<file path="src/rtl/wkup_pkg.sv">
`timescale 1ns/1ps
package wkup_pkg;

    // Sequencer states of the wakeup timer
    typedef enum logic [1:0] {
        ST_OFF   = 2'd0,
        ST_HALT  = 2'd1,
        ST_LOAD  = 2'd2,
        ST_COUNT = 2'd3
    } wk_state_e;

    // Top code bit picks the second tick; both top bits set add the extension
    function automatic logic sel_is_tick(input logic [2:0] code);
        return code[2];
    endfunction

    function automatic logic sel_is_ext(input logic [2:0] code);
        return code[2] & code[1];
    endfunction

endpackage

</file>
<file path="src/rtl/wkup_ctrl.sv">
`timescale 1ns/1ps
module wkup_ctrl
    import wkup_pkg::*;
#(
    parameter int CNT_W = 16,
    parameter int SEL_W = 3
) (
    input  logic             clk,
    input  logic             rst_n,
    input  logic             ctl_we,
    input  logic             ctl_run,
    input  logic             ctl_irq_en,
    input  logic             cfg_we,
    input  logic [CNT_W-1:0] cfg_reload,
    input  logic [SEL_W-1:0] cfg_sel,
    output logic             wr_ok,
    output logic             load_o,
    output logic             run_o,
    output logic [CNT_W-1:0] reload_q,
    output logic [SEL_W-1:0] sel_q,
    output logic             irq_en_q
);

    wk_state_e state_q, state_d;

    logic arm_req, stop_req;
    assign arm_req  = ctl_we & ctl_run;
    assign stop_req = ctl_we & ~ctl_run;

    // State register
    always_ff @(posedge clk or negedge rst_n) begin
        if (!rst_n) begin
            state_q <= ST_OFF;
        end else begin
            state_q <= state_d;
        end
    end

    // Transitions: arm, start, stop, settle
    always_comb begin
        state_d = state_q;
        unique case (state_q)
            ST_OFF:   if (arm_req) state_d = ST_LOAD;
            ST_HALT:  state_d = arm_req ? ST_LOAD : ST_OFF;
            ST_LOAD:  state_d = stop_req ? ST_HALT : ST_COUNT;
            ST_COUNT: if (stop_req) state_d = ST_HALT;
            default:  state_d = ST_OFF;
        endcase
    end

    // State-decoded outputs
    always_comb begin
        wr_ok  = 1'b0;
        load_o = 1'b0;
        run_o  = 1'b0;
        unique case (state_q)
            ST_OFF:   wr_ok  = 1'b1;
            ST_LOAD:  load_o = 1'b1;
            ST_COUNT: run_o  = 1'b1;
            default:  ;
        endcase
    end

    // Configuration and interrupt-enable holding registers
    always_ff @(posedge clk or negedge rst_n) begin
        if (!rst_n) begin
            reload_q <= '0;
            sel_q    <= '0;
            irq_en_q <= 1'b0;
        end else begin
            if (cfg_we && wr_ok) begin
                reload_q <= cfg_reload;
                sel_q    <= cfg_sel;
            end
            if (ctl_we) begin
                irq_en_q <= ctl_irq_en;
            end
        end
    end


    arm_locks_chk: assert property (@(posedge clk) disable iff (!rst_n)
        arm_req |=> !wr_ok);


    settle_frees_chk: assert property (@(posedge clk) disable iff (!rst_n)
        (state_q == ST_HALT && !ctl_we) |=> wr_ok);


    cfg_lock_chk: assert property (@(posedge clk) disable iff (!rst_n)
        (cfg_we && !wr_ok) |=> ($stable(reload_q) && $stable(sel_q)));

endmodule

</file>
<file path="src/rtl/wkup_stepgen.sv">
`timescale 1ns/1ps
module wkup_stepgen #(
    parameter int DIV_STAGES = 4,
    parameter int SEL_W      = $clog2(DIV_STAGES) + 1
) (
    input  logic             clk,
    input  logic             rst_n,
    input  logic             run,
    input  logic             restart,
    input  logic [SEL_W-1:0] sel,
    input  logic             tick,
    output logic             step
);

    localparam int CODE_W = SEL_W - 1;

    logic [DIV_STAGES-1:0] pre_q;
    logic [DIV_STAGES-1:0] tap;
    logic [CODE_W-1:0]     tap_idx;

    // Free prescaler, cleared on every (re)start
    always_ff @(posedge clk or negedge rst_n) begin
        if (!rst_n) begin
            pre_q <= '0;
        end else if (restart || !run) begin
            pre_q <= '0;
        end else begin
            pre_q <= pre_q + 1'b1;
        end
    end

    // tap[k] fires once every 2^(k+1) counts
    for (genvar k = 0; k < DIV_STAGES; k++) begin : g_tap
        assign tap[k] = &pre_q[k:0];
    end

    // Code 0 selects the deepest divider
    assign tap_idx = CODE_W'(DIV_STAGES - 1) - sel[CODE_W-1:0];
    assign step    = run & (sel[SEL_W-1] ? tick : tap[tap_idx]);


    tick_only_chk: assert property (@(posedge clk) disable iff (!rst_n)
        (run && sel[SEL_W-1] && !tick) |-> !step);


    idle_no_step_chk: assert property (@(posedge clk) disable iff (!rst_n)
        !run |-> !step);

endmodule

</file>
<file path="src/rtl/wkup_counter.sv">
`timescale 1ns/1ps
module wkup_counter #(
    parameter int CNT_W = 16
) (
    input  logic             clk,
    input  logic             rst_n,
    input  logic             load,
    input  logic             step,
    input  logic             ext,
    input  logic [CNT_W-1:0] reload,
    output logic             zero_hit
);

    localparam int FULL_W = CNT_W + 1;

    logic [FULL_W-1:0] cnt_q;
    logic [FULL_W-1:0] start_val;

    assign start_val = {ext, reload};
    assign zero_hit  = step & (cnt_q == '0);

    always_ff @(posedge clk or negedge rst_n) begin
        if (!rst_n) begin
            cnt_q <= '0;
        end else if (load || zero_hit) begin
            cnt_q <= start_val;
        end else if (step) begin
            cnt_q <= cnt_q - 1'b1;
        end
    end


    wrap_reload_chk: assert property (@(posedge clk) disable iff (!rst_n)
        (zero_hit && !load) |=> (cnt_q == {$past(ext), $past(reload)}));


    start_full_chk: assert property (@(posedge clk) disable iff (!rst_n)
        load |=> (cnt_q == {$past(ext), $past(reload)}));


    hold_count_chk: assert property (@(posedge clk) disable iff (!rst_n)
        (!load && !step) |=> $stable(cnt_q));

endmodule

</file>
<file path="src/rtl/wkup_flag.sv">
`timescale 1ns/1ps
module wkup_flag (
    input  logic clk,
    input  logic rst_n,
    input  logic set,
    input  logic clr,
    input  logic ie,
    output logic flag_o,
    output logic irq_o
);

    always_ff @(posedge clk or negedge rst_n) begin
        if (!rst_n) begin
            flag_o <= 1'b0;
        end else if (set) begin
            flag_o <= 1'b1;
        end else if (clr) begin
            flag_o <= 1'b0;
        end
    end

    assign irq_o = flag_o & ie;


    flag_sticky_chk: assert property (@(posedge clk) disable iff (!rst_n)
        (flag_o && !clr) |=> flag_o);


    set_wins_chk: assert property (@(posedge clk) disable iff (!rst_n)
        set |=> flag_o);


    irq_gate_chk: assert property (@(posedge clk) disable iff (!rst_n)
        $rose(irq_o) |-> ie);

endmodule

</file>
<file path="src/rtl/wkup_timer.sv">
`timescale 1ns/1ps
module wkup_timer
    import wkup_pkg::*;
#(
    parameter int CNT_W      = 16,
    parameter int DIV_STAGES = 4
) (
    input  logic                          clk,
    input  logic                          rst_n,
    input  logic                          tick_1hz,
    input  logic                          cfg_we,
    input  logic [CNT_W-1:0]              cfg_reload,
    input  logic [$clog2(DIV_STAGES):0]   cfg_sel,
    input  logic                          ctl_we,
    input  logic                          ctl_run,
    input  logic                          ctl_irq_en,
    input  logic                          flag_clr,
    output logic                          wr_ok,
    output logic                          wake_flag,
    output logic                          wake_irq
);

    localparam int SEL_W = $clog2(DIV_STAGES) + 1;

    logic             load, run, step, zero_hit, irq_en;
    logic [CNT_W-1:0] reload_q;
    logic [SEL_W-1:0] sel_q;

    wkup_ctrl #(.CNT_W(CNT_W), .SEL_W(SEL_W)) u_ctrl (
        .clk        (clk),
        .rst_n      (rst_n),
        .ctl_we     (ctl_we),
        .ctl_run    (ctl_run),
        .ctl_irq_en (ctl_irq_en),
        .cfg_we     (cfg_we),
        .cfg_reload (cfg_reload),
        .cfg_sel    (cfg_sel),
        .wr_ok      (wr_ok),
        .load_o     (load),
        .run_o      (run),
        .reload_q   (reload_q),
        .sel_q      (sel_q),
        .irq_en_q   (irq_en)
    );

    wkup_stepgen #(.DIV_STAGES(DIV_STAGES), .SEL_W(SEL_W)) u_step (
        .clk     (clk),
        .rst_n   (rst_n),
        .run     (run),
        .restart (load),
        .sel     (sel_q),
        .tick    (tick_1hz),
        .step    (step)
    );

    wkup_counter #(.CNT_W(CNT_W)) u_cnt (
        .clk      (clk),
        .rst_n    (rst_n),
        .load     (load),
        .step     (step),
        .ext      (sel_q[SEL_W-1] & sel_q[SEL_W-2]),
        .reload   (reload_q),
        .zero_hit (zero_hit)
    );

    wkup_flag u_flag (
        .clk    (clk),
        .rst_n  (rst_n),
        .set    (zero_hit),
        .clr    (flag_clr),
        .ie     (irq_en),
        .flag_o (wake_flag),
        .irq_o  (wake_irq)
    );


    stop_keeps_flag_chk: assert property (@(posedge clk) disable iff (!rst_n)
        (ctl_we && !ctl_run && !flag_clr && wake_flag) |=> wake_flag);

endmodule

</file>
<file path="config.mk">
export PLATFORM = sky130hd
export DESIGN_NAME = wkup_timer
export DESIGN_NICKNAME = d
export VERILOG_FILES = /design/src/rtl/wkup_pkg.sv /design/src/rtl/wkup_ctrl.sv /design/src/rtl/wkup_stepgen.sv /design/src/rtl/wkup_counter.sv /design/src/rtl/wkup_flag.sv /design/src/rtl/wkup_timer.sv
export SDC_FILE = /design/constraint.sdc
export NUM_CORES = 1
export LEC_CHECK = 0
export ABC_CLOCK_PERIOD_IN_PS = 4700
export BUFFER_PORTS_ARGS = -buffer_cell sky130_fd_sc_hd__buf_2
export CAP_MARGIN = 5
export CORE_UTILIZATION = 61
export CTS_CLUSTER_SIZE = 16
export DETAILED_ROUTE_END_ITERATION = 6
export MAX_ROUTING_LAYER = met4
export PLACE_DENSITY = 0.88
export SLEW_MARGIN = 25
export SYNTH_ARGS = -nofsm -noshare
export SYNTH_HDL_FRONTEND = slang
export SYNTH_HIERARCHICAL = 1
export SYNTH_SLANG_ARGS = --single-unit
</file>
<file path="constraint.sdc">
create_clock -name clk -period 4.7 [get_ports clk]
set_clock_uncertainty 0.05 [all_clocks]
set_input_delay 0.235 -clock clk [delete_from_list [all_inputs] [get_ports clk]]
set_output_delay 0.235 -clock clk [all_outputs]
set_load 0.01 [all_outputs]
</file>
==> summary.md, run 1 <==
| Metric | Value |
|---|---|
| Routability-driven placement congestion ratio | `0.815` |
| Max Fclk | `314 MHz` |
| Hold Crit Depth | `2` |
| Worst Hold Class | `in2reg` |
| Final ANT Viol Nets | `0` |
| Antenna violations before repair | `0` |
| Die area | `0.00373 mm²` |
| Required time of the critical path | `4880 ps` |
| Root Buffer | `clkbuf_4` |
| Critical Path AT | `3360 ps` |
| Max VDD drop | `234 µV` |
| Final #Nets | `246` |
| Worst slew pin tran | `589 ps` |
| Starting Density | `63.8%` |
| Final Hold Fails | `0` |
| Height of the chip | `61.1 µm` |
| Vias in the first global route | `1,297` |
| Via/cell ratio | `5.26` |
| Crit Path Category | `reg2reg` |
| CTS tree | `built` |
| CP Cell Sequence | `ha_1 -> ha_1 -> mux2_1 -> nand3b_1 -> a21boi_1 -> or4b_4 -> or3_4 -> or4_4 -> xor2_1 -> o21ai_2` |
| First drt pass iteration count | `4` |
| Total vias in the final route | `1,379` |
| IO buf count | `29` |
| Slowest-stage cell, CP | `or4b_4` |
| First-pass GRT wire length | `5.61 mm` |
| Core box area | `0.00334 mm²` |
| Sw Share | `30.8%` |
| Delay-heaviest family, CP | `simple AND/OR/NAND/NOR gates` |
| Most frequent cells after synthesis | `dfrtp_1 (44), nand2_1 (21), o21ai_0 (17), nor2_1 (12), mux2_2 (11)` |
| Max incr delay on CP | `540 ps` |
| Most common cell in the synthesized netlist | `dfrtp_1` |
| Post-CTS setup buffers | `0` |
| Pint | `696 µW` |
| Largest net degree at the start of global routing | `45` |
| Clock Power Share | `18.2%` |
| MaxCap Viol Count | `0` |
| CTS-repair resized insts | `0` |
| Crit start category | `flip-flop` |
| Detailed Route Iter0 Violations | `76` |
| Min cycle time layout | `3180 ps` |
| P&R area growth vs syn | `11.1%` |
| Finish-stage setup viols | `0` |
| Reg clk slew, reported paths | `120 ps` |
| Max transition margin | `60.8%` |
| WL/cell | `13.2 µm` |
| Post-synth EDFFs | `0` |
| Syn_nets | `215` |
| CTS sink count | `44` |
| Yosys warning total | `6` |
| Pins Over Slew Limit | `0` |
| Post-synthesis instance total | `184` |
| Synth Flop Type | `dfrtp_1` |
| Cell mode on critical path | `ha_1` |
| Clk buf depth | `2` |
| # IOs | `30` |
| Cts bufs inserted | `5` |
| Critical path depth | `10` |
| Routed WL | `3.46 mm` |
| Seq/Total Area, Yosys | `51.7%` |
| PwrDens | `425 mW/mm²` |
| HPWL after DPL | `2.49 mm` |
| Psw | `310 µW` |
| DRC errors left | `0` |
| Clock Latency Late Sink | `350 ps` |
| Outcome | `finished clean` |
| Yosys top cell area share | `51.7%` |
| Share of synthesized flip-flops with an asynchronous set or reset | `100%` |
| Synth Area per Inst | `11.6 µm²` |
| Cell Rows | `21` |
| Sequential share of power | `57.4%` |
| Leak pwr | `1.06 nW` |
| RSZ-0062 raised after global routing | `no` |
| Dominant cells by area after synthesis | `dfrtp_1 (52%), mux2_4 (7.1%), mux2_2 (5.8%), o21ai_0 (4.0%), nand2_1 (3.7%)` |
| Die W | `61.1 µm` |
| Util after Layout | `70.9%` |
| Ratio of cells with drive above 1 in the final layout | `29.6%` |
| Post-synth top area cell | `dfrtp_1` |
| FF-to-FF path depth | `10` |
| Global route overflow | `0` |
| Hold buffer count at CTS | `1` |
| Setup crit end kind | `flip-flop` |
| Yosys cell types | `39` |
| CP bufs+invs | `0` |
| Critical path peak fanout | `8` |
| N_diodes | `0` |
| Tot GR Track Use | `22.0%` |
| Register bit count reported by yosys | `44` |
| Comb pwr share | `24.4%` |
| Final TNS setup | `0 ps` |
| CTS H-Tree Depth | `2` |
| Mapped cell area | `0.00213 mm²` |
| Fin crit share | `67.8%` |
## final timing paths
kind | startpoint | to | slack (ps)
hold reg to reg | u_ctrl/reload_q[11] | u_cnt/cnt_q[11] | 440
max in group asynchronous | rst_n | u_cnt/cnt_q[11] | 3880
setup reg to reg | u_step/pre_q[0] | u_cnt/cnt_q[10] | 1520
setup / recovery | u_step/pre_q[0] | u_cnt/cnt_q[10] | 1520
min in group asynchronous | rst_n | u_step/pre_q[2] | 340
hold / removal | cfg_reload[0] | u_ctrl/reload_q[0] | 60
## layout by cell type (no fill, tap or decap), drive strengths merged, types with 3 or more instances in the layout
| cell type | n |
|---|---|
| dfrtp | 44 |
| buf | 30 |
| mux2 | 22 |
| nand2 | 21 |
| o21ai | 18 |
| nor2 | 12 |
| xor2 | 8 |
| xnor2 | 8 |
| clkbuf | 8 |
| inv | 5 |
| and2 | 4 |
| ha | 4 |
| nor3 | 3 |
| nand3 | 3 |
| or4 | 3 |
| nor3b | 3 |
| a21o | 3 |
## registers in the layout, summed over array words and instances (netlist names)
name	count
u_cnt/cnt_q	17
u_ctrl/state_q	2
u_ctrl/reload_q	16
u_ctrl/sel_q	3
u_ctrl/irq_en_q	1
u_flag/flag_o	1
u_step/pre_q	4
## per-layer routing
metal	vias up	wire, µm	track usage [%]
met1	655	1700	27.6
met5	-	0	-
met2	28	1570	34.0
met4	0	51	8.77
li1	691	-	-
met3	5	134	5.67
## metrics by stage
step	setup WS (ps)	total power, mW	std cells	hold slack [ps]	instance area (µm²)
after global placement	1670	0.813	252	376	2280
after detailed placement	1540	0.829	253	385	2290
after CTS	1530	1.02	262	42.9	2360
final	1520	1.01	262	62.1	2360
after global routing	1360	1.07	262	37.6	2360
after floorplan	1950	0.757	184	-111	2130
## power groups by stage
stage | Combinational, mW | Clock (mW) | Sequential [mW]
floorplan | 0.200 | 0 | 0.557
global placement | 0.233 | 0 | 0.580
detailed placement | 0.247 | 0 | 0.582
CTS | 0.248 | 0.191 | 0.578
global route | 0.278 | 0.204 | 0.593
finish | 0.245 | 0.183 | 0.577
## final cells by class
class | instances | area (µm²)
Sequential cell | 44 | 1100
Fill cell | 252 | 972
Multi-Input combinational cell | 128 | 956
Timing Repair Buffer | 31 | 173
Clock buffer | 8 | 58.8
Tap cell | 46 | 57.6
Inverter | 5 | 18.8
## logic make-up (layout without fill, tap and decap cells)
kind of cell / Yosys count / after routing / share of synthesized area, %
XOR/XNOR: 16 / 16 / 6.58
flip-flops: 44 / 44 / 51.7
adder cells (fa/ha/maj): 4 / 4 / 2.35
multiplexers: 22 / 22 / 13.4
AO/OA/AOI/OAI: 25 / 25 / 6.94
AND/OR/NAND/NOR: 61 / 61 / 15.3
buffers and inverters: 12 / 44 / 3.65
(Power assumes the default switching activity.)
==> run 2: changes to the inputs <==
ABC_CLOCK_PERIOD_IN_PS = 3000   (was 4700)
CORE_UTILIZATION = 56   (was 61)
PLACE_DENSITY = 0.82   (was 0.88)
clock period = 3 ns   (was 4.7 ns; I/O delays follow)
==> run 2 against run 1 <==
Worst hold slack worse by 43 ps. Sequential power is 57% higher. Utilization is 3.9 points lower. Non-clock buffer count is 3 higher. Combinational power is 58% higher. Largest cell class unchanged. Via count is 0.15% higher. Clock power grew to 2.7 times the previous value.
==> summary.md, run 2 (synthesized netlist as in run 1, its figures left out) <==
| Metric | Value |
|---|---|
| WL/cell | `13.0 µm (-1.6%)` |
| Min cycle time layout | `2860 ps (-329 ps)` |
| IO buf count | `29 (unchanged)` |
| Total vias in the final route | `1,381 (+0.15%)` |
| Required time of the critical path | `3150 ps (-1730 ps)` |
| Fin crit share | `95.2% (+27 points)` |
| DRC errors left | `0 (unchanged)` |
| Final #Nets | `249 (+1.2%)` |
| Critical Path AT | `3000 ps (-360 ps)` |
| Final TNS setup | `0 ps (unchanged)` |
| Pint | `1.27 mW (+83%)` |
| Height of the chip | `63.7 µm (+4.2%)` |
| PwrDens | `726 mW/mm² (+71%)` |
| Root Buffer | `clkbuf_8` |
| Worst slew pin tran | `535 ps (-53.9 ps)` |
| Max Fclk | `350 MHz (+12%)` |
| Crit start category | `flip-flop` |
| Antenna violations before repair | `0 (unchanged)` |
| Comb pwr share | `21.8% (-2.6 points)` |
| N_diodes | `0 (unchanged)` |
| CP Cell Sequence | `ha_1 -> ha_1 -> mux2_1 -> nand3b_1 -> a21boi_1 -> or4b_4 -> or3_4 -> or4_4 -> xor2_1 -> o21ai_2` |
| Ratio of cells with drive above 1 in the final layout | `31.5% (+1.9 points)` |
| Worst Hold Class | `in2reg` |
| Busiest grt layer | `met2` |
| GR Util met1 | `26.7% (-0.93 points)` |
| Global route overflow | `0 (unchanged)` |
| Leak pwr | `1.10 nW (+4.3%)` |
| RR Endpoint | `u_cnt/cnt_q[10]` |
| Worst hold slack | `19.4 ps (-42.8 ps)` |
| Clock Power Share | `27.3% (+9.1 points)` |
| Design area | `0.00245 mm² (+3.6%)` |
| M3 GR Usage | `7.97% (+2.3 points)` |
| Post-CTS setup buffers | `0 (unchanged)` |
| CP bufs+invs | `0 (unchanged)` |
| RSZ-0062 raised after global routing | `no` |
| Via/cell ratio | `5.17 (-1.7%)` |
| FF-to-FF path depth | `10 (unchanged)` |
| Largest net degree at the start of global routing | `45 (unchanged)` |
| Util after Layout | `66.9% (-3.9 points)` |
| Worst Hold Path EP | `u_ctrl/reload_q[14]` |
| DP Area | `0.00231 mm² (+0.76%)` |
| Hold Crit Depth | `2 (unchanged)` |
| Crit Path Category | `reg2reg` |
| Biggest regs | `u_cnt/cnt_q (17), u_ctrl/reload_q (16), u_step/pre_q (4)` |
| Slowest-stage cell, CP | `or4b_4` |
| # IOs | `30 (unchanged)` |
| Max reg flops | `17 (unchanged)` |
| Psw | `507 µW (+64%)` |
| Die W | `63.7 µm (+4.2%)` |
| Max transition margin | `64.4% (+3.6 points)` |
| Global Route met2 Usage | `29.5% (-4.5 points)` |
| Clk buf depth | `2 (unchanged)` |
| Final ANT Viol Nets | `0 (unchanged)` |
| HPWL after DPL | `2.38 mm (-4.4%)` |
| Tot GR Track Use | `20.9% (-1.0 points)` |
| MaxCap Viol Count | `0 (unchanged)` |
| Cell Rows | `22 (+4.8%)` |
| Routability-driven placement congestion ratio | `0.863 (+5.8%)` |
| Setup crit end kind | `flip-flop` |
| Core box area | `0.00366 mm² (+9.7%)` |
| Count of non-filler cells in the finished layout | `267 (+1.9%)` |
| Reg clk slew, reported paths | `80 ps (-40 ps)` |
| FF-to-FF Start | `u_step/pre_q[0]` |
| Hold Crit Start | `cfg_reload[14]` |
| CTS tree | `built` |
| Finish-stage setup viols | `0 (unchanged)` |
| Sequential share of power | `50.9% (-6.5 points)` |
| Most frequent cells in the layout | `dfrtp_1 (44), buf_2 (28), nand2_1 (21)` |
| Vias in the first global route | `1,408 (+8.6%)` |
| Outcome | `finished clean` |
| Die area | `0.00405 mm² (+8.6%)` |
| First drt pass iteration count | `4 (unchanged)` |
| Cts bufs inserted | `5 (unchanged)` |
| CTS sink count | `44 (unchanged)` |
| Routed WL | `3.47 mm (+0.32%)` |
| Cell mode on critical path | `ha_1` |
| R2r setup slk | `140 ps (-1370 ps)` |
| Commonest non-fill, non-tap cell in the layout | `dfrtp_1` |
| Detailed Route Iter0 Violations | `108 (+42%)` |
| Biggest register | `u_cnt/cnt_q` |
| CTS-repair resized insts | `0 (unchanged)` |
| CTS H-Tree Depth | `2 (unchanged)` |
| P&R area growth vs syn | `15.1%` |
| Delay-heaviest family, CP | `simple AND/OR/NAND/NOR gates` |
| Inst Count DP | `258 (+2.0%)` |
| Starting Density | `58.1% (-5.6 points)` |
| Sw Share | `28.5% (-2.3 points)` |
| Max VDD drop | `463 µV (+98%)` |
| Pins Over Slew Limit | `0 (unchanged)` |
| Final Hold Fails | `0 (unchanged)` |
| Max incr delay on CP | `490 ps (-50 ps)` |
| First-pass GRT wire length | `6.11 mm (+9.0%)` |
| Critical path peak fanout | `4 (-4)` |
| Clock Latency Late Sink | `300 ps (-50 ps)` |
run 2: power groups by stage:
stage,registers [mW],logic (mW),clock network [mW]
final,0.904,0.388,0.486
after global placement,0.909,0.374,0
after floorplan,0.873,0.313,0
after global routing,0.928,0.440,0.526
after CTS,0.903,0.391,0.498
after detailed placement,0.909,0.384,0
run 2: per-layer routing:
metal / wire (µm) / up-vias
li1: - / 697
met1: 1740 / 652
met2: 1500 / 25
met3: 155 / 7
met4: 72 / 0
met5: 0 / -
run 2: through the flow:
| stage | total power [mW] | setup WS, ps |
|---|---|---|
| 2_1_floorplan | 1.19 | 245 |
| 3_3_place_gp | 1.28 | 272 |
| 3_5_place_dp | 1.29 | 187 |
| 4_1_cts | 1.79 | 162 |
| 5_1_grt | 1.89 | 63.8 |
| 6_report | 1.78 | 144 |
run 2: how the worst max path moves through the flow:
stage	startpoint	to	cells past startpoint	slack, ps
2_1_floorplan	u_step/pre_q[0]	u_cnt/cnt_q[10]	11	250
3_3_place_gp	u_step/pre_q[0]	u_cnt/cnt_q[10]	10	270
3_5_place_dp	u_step/pre_q[0]	u_cnt/cnt_q[10]	10	190
4_1_cts	u_step/pre_q[0]	u_cnt/cnt_q[10]	10	160
5_1_grt	u_step/pre_q[0]	u_cnt/cnt_q[10]	10	60
6_report	u_step/pre_q[0]	u_cnt/cnt_q[10]	10	140
run 2: final cells by class:
class | count | area (µm²)
Tap cell | 48 | 60.1
Sequential cell | 44 | 1100
Inverter | 5 | 18.8
Clock buffer | 7 | 96.3
Clock inverter | 1 | 30.0
Multi-Input combinational cell | 128 | 956
Fill cell | 298 | 1210
Timing Repair Buffer | 34 | 188
run 2: worst register-to-register path, delay by kind of cell (launching register included):
| family | cells | cell delay [ps] |
|---|---|---|
| AO/OA/AOI/OAI | 2 | 260 |
| XOR/XNOR | 1 | 190 |
| adder cells (fa/ha/maj) | 2 | 340 |
| flip-flops | 1 | 400 |
| multiplexers | 1 | 120 |
| AND/OR/NAND/NOR | 4 | 1390 |
run 2: what timing repair did:
| action | CTS | global route |
|---|---|---|
| endpoints found under the hold margin | 44 | 0 |
| hold buffers | 1 | 0 |
| endpoints found under the setup margin | 0 | 0 |
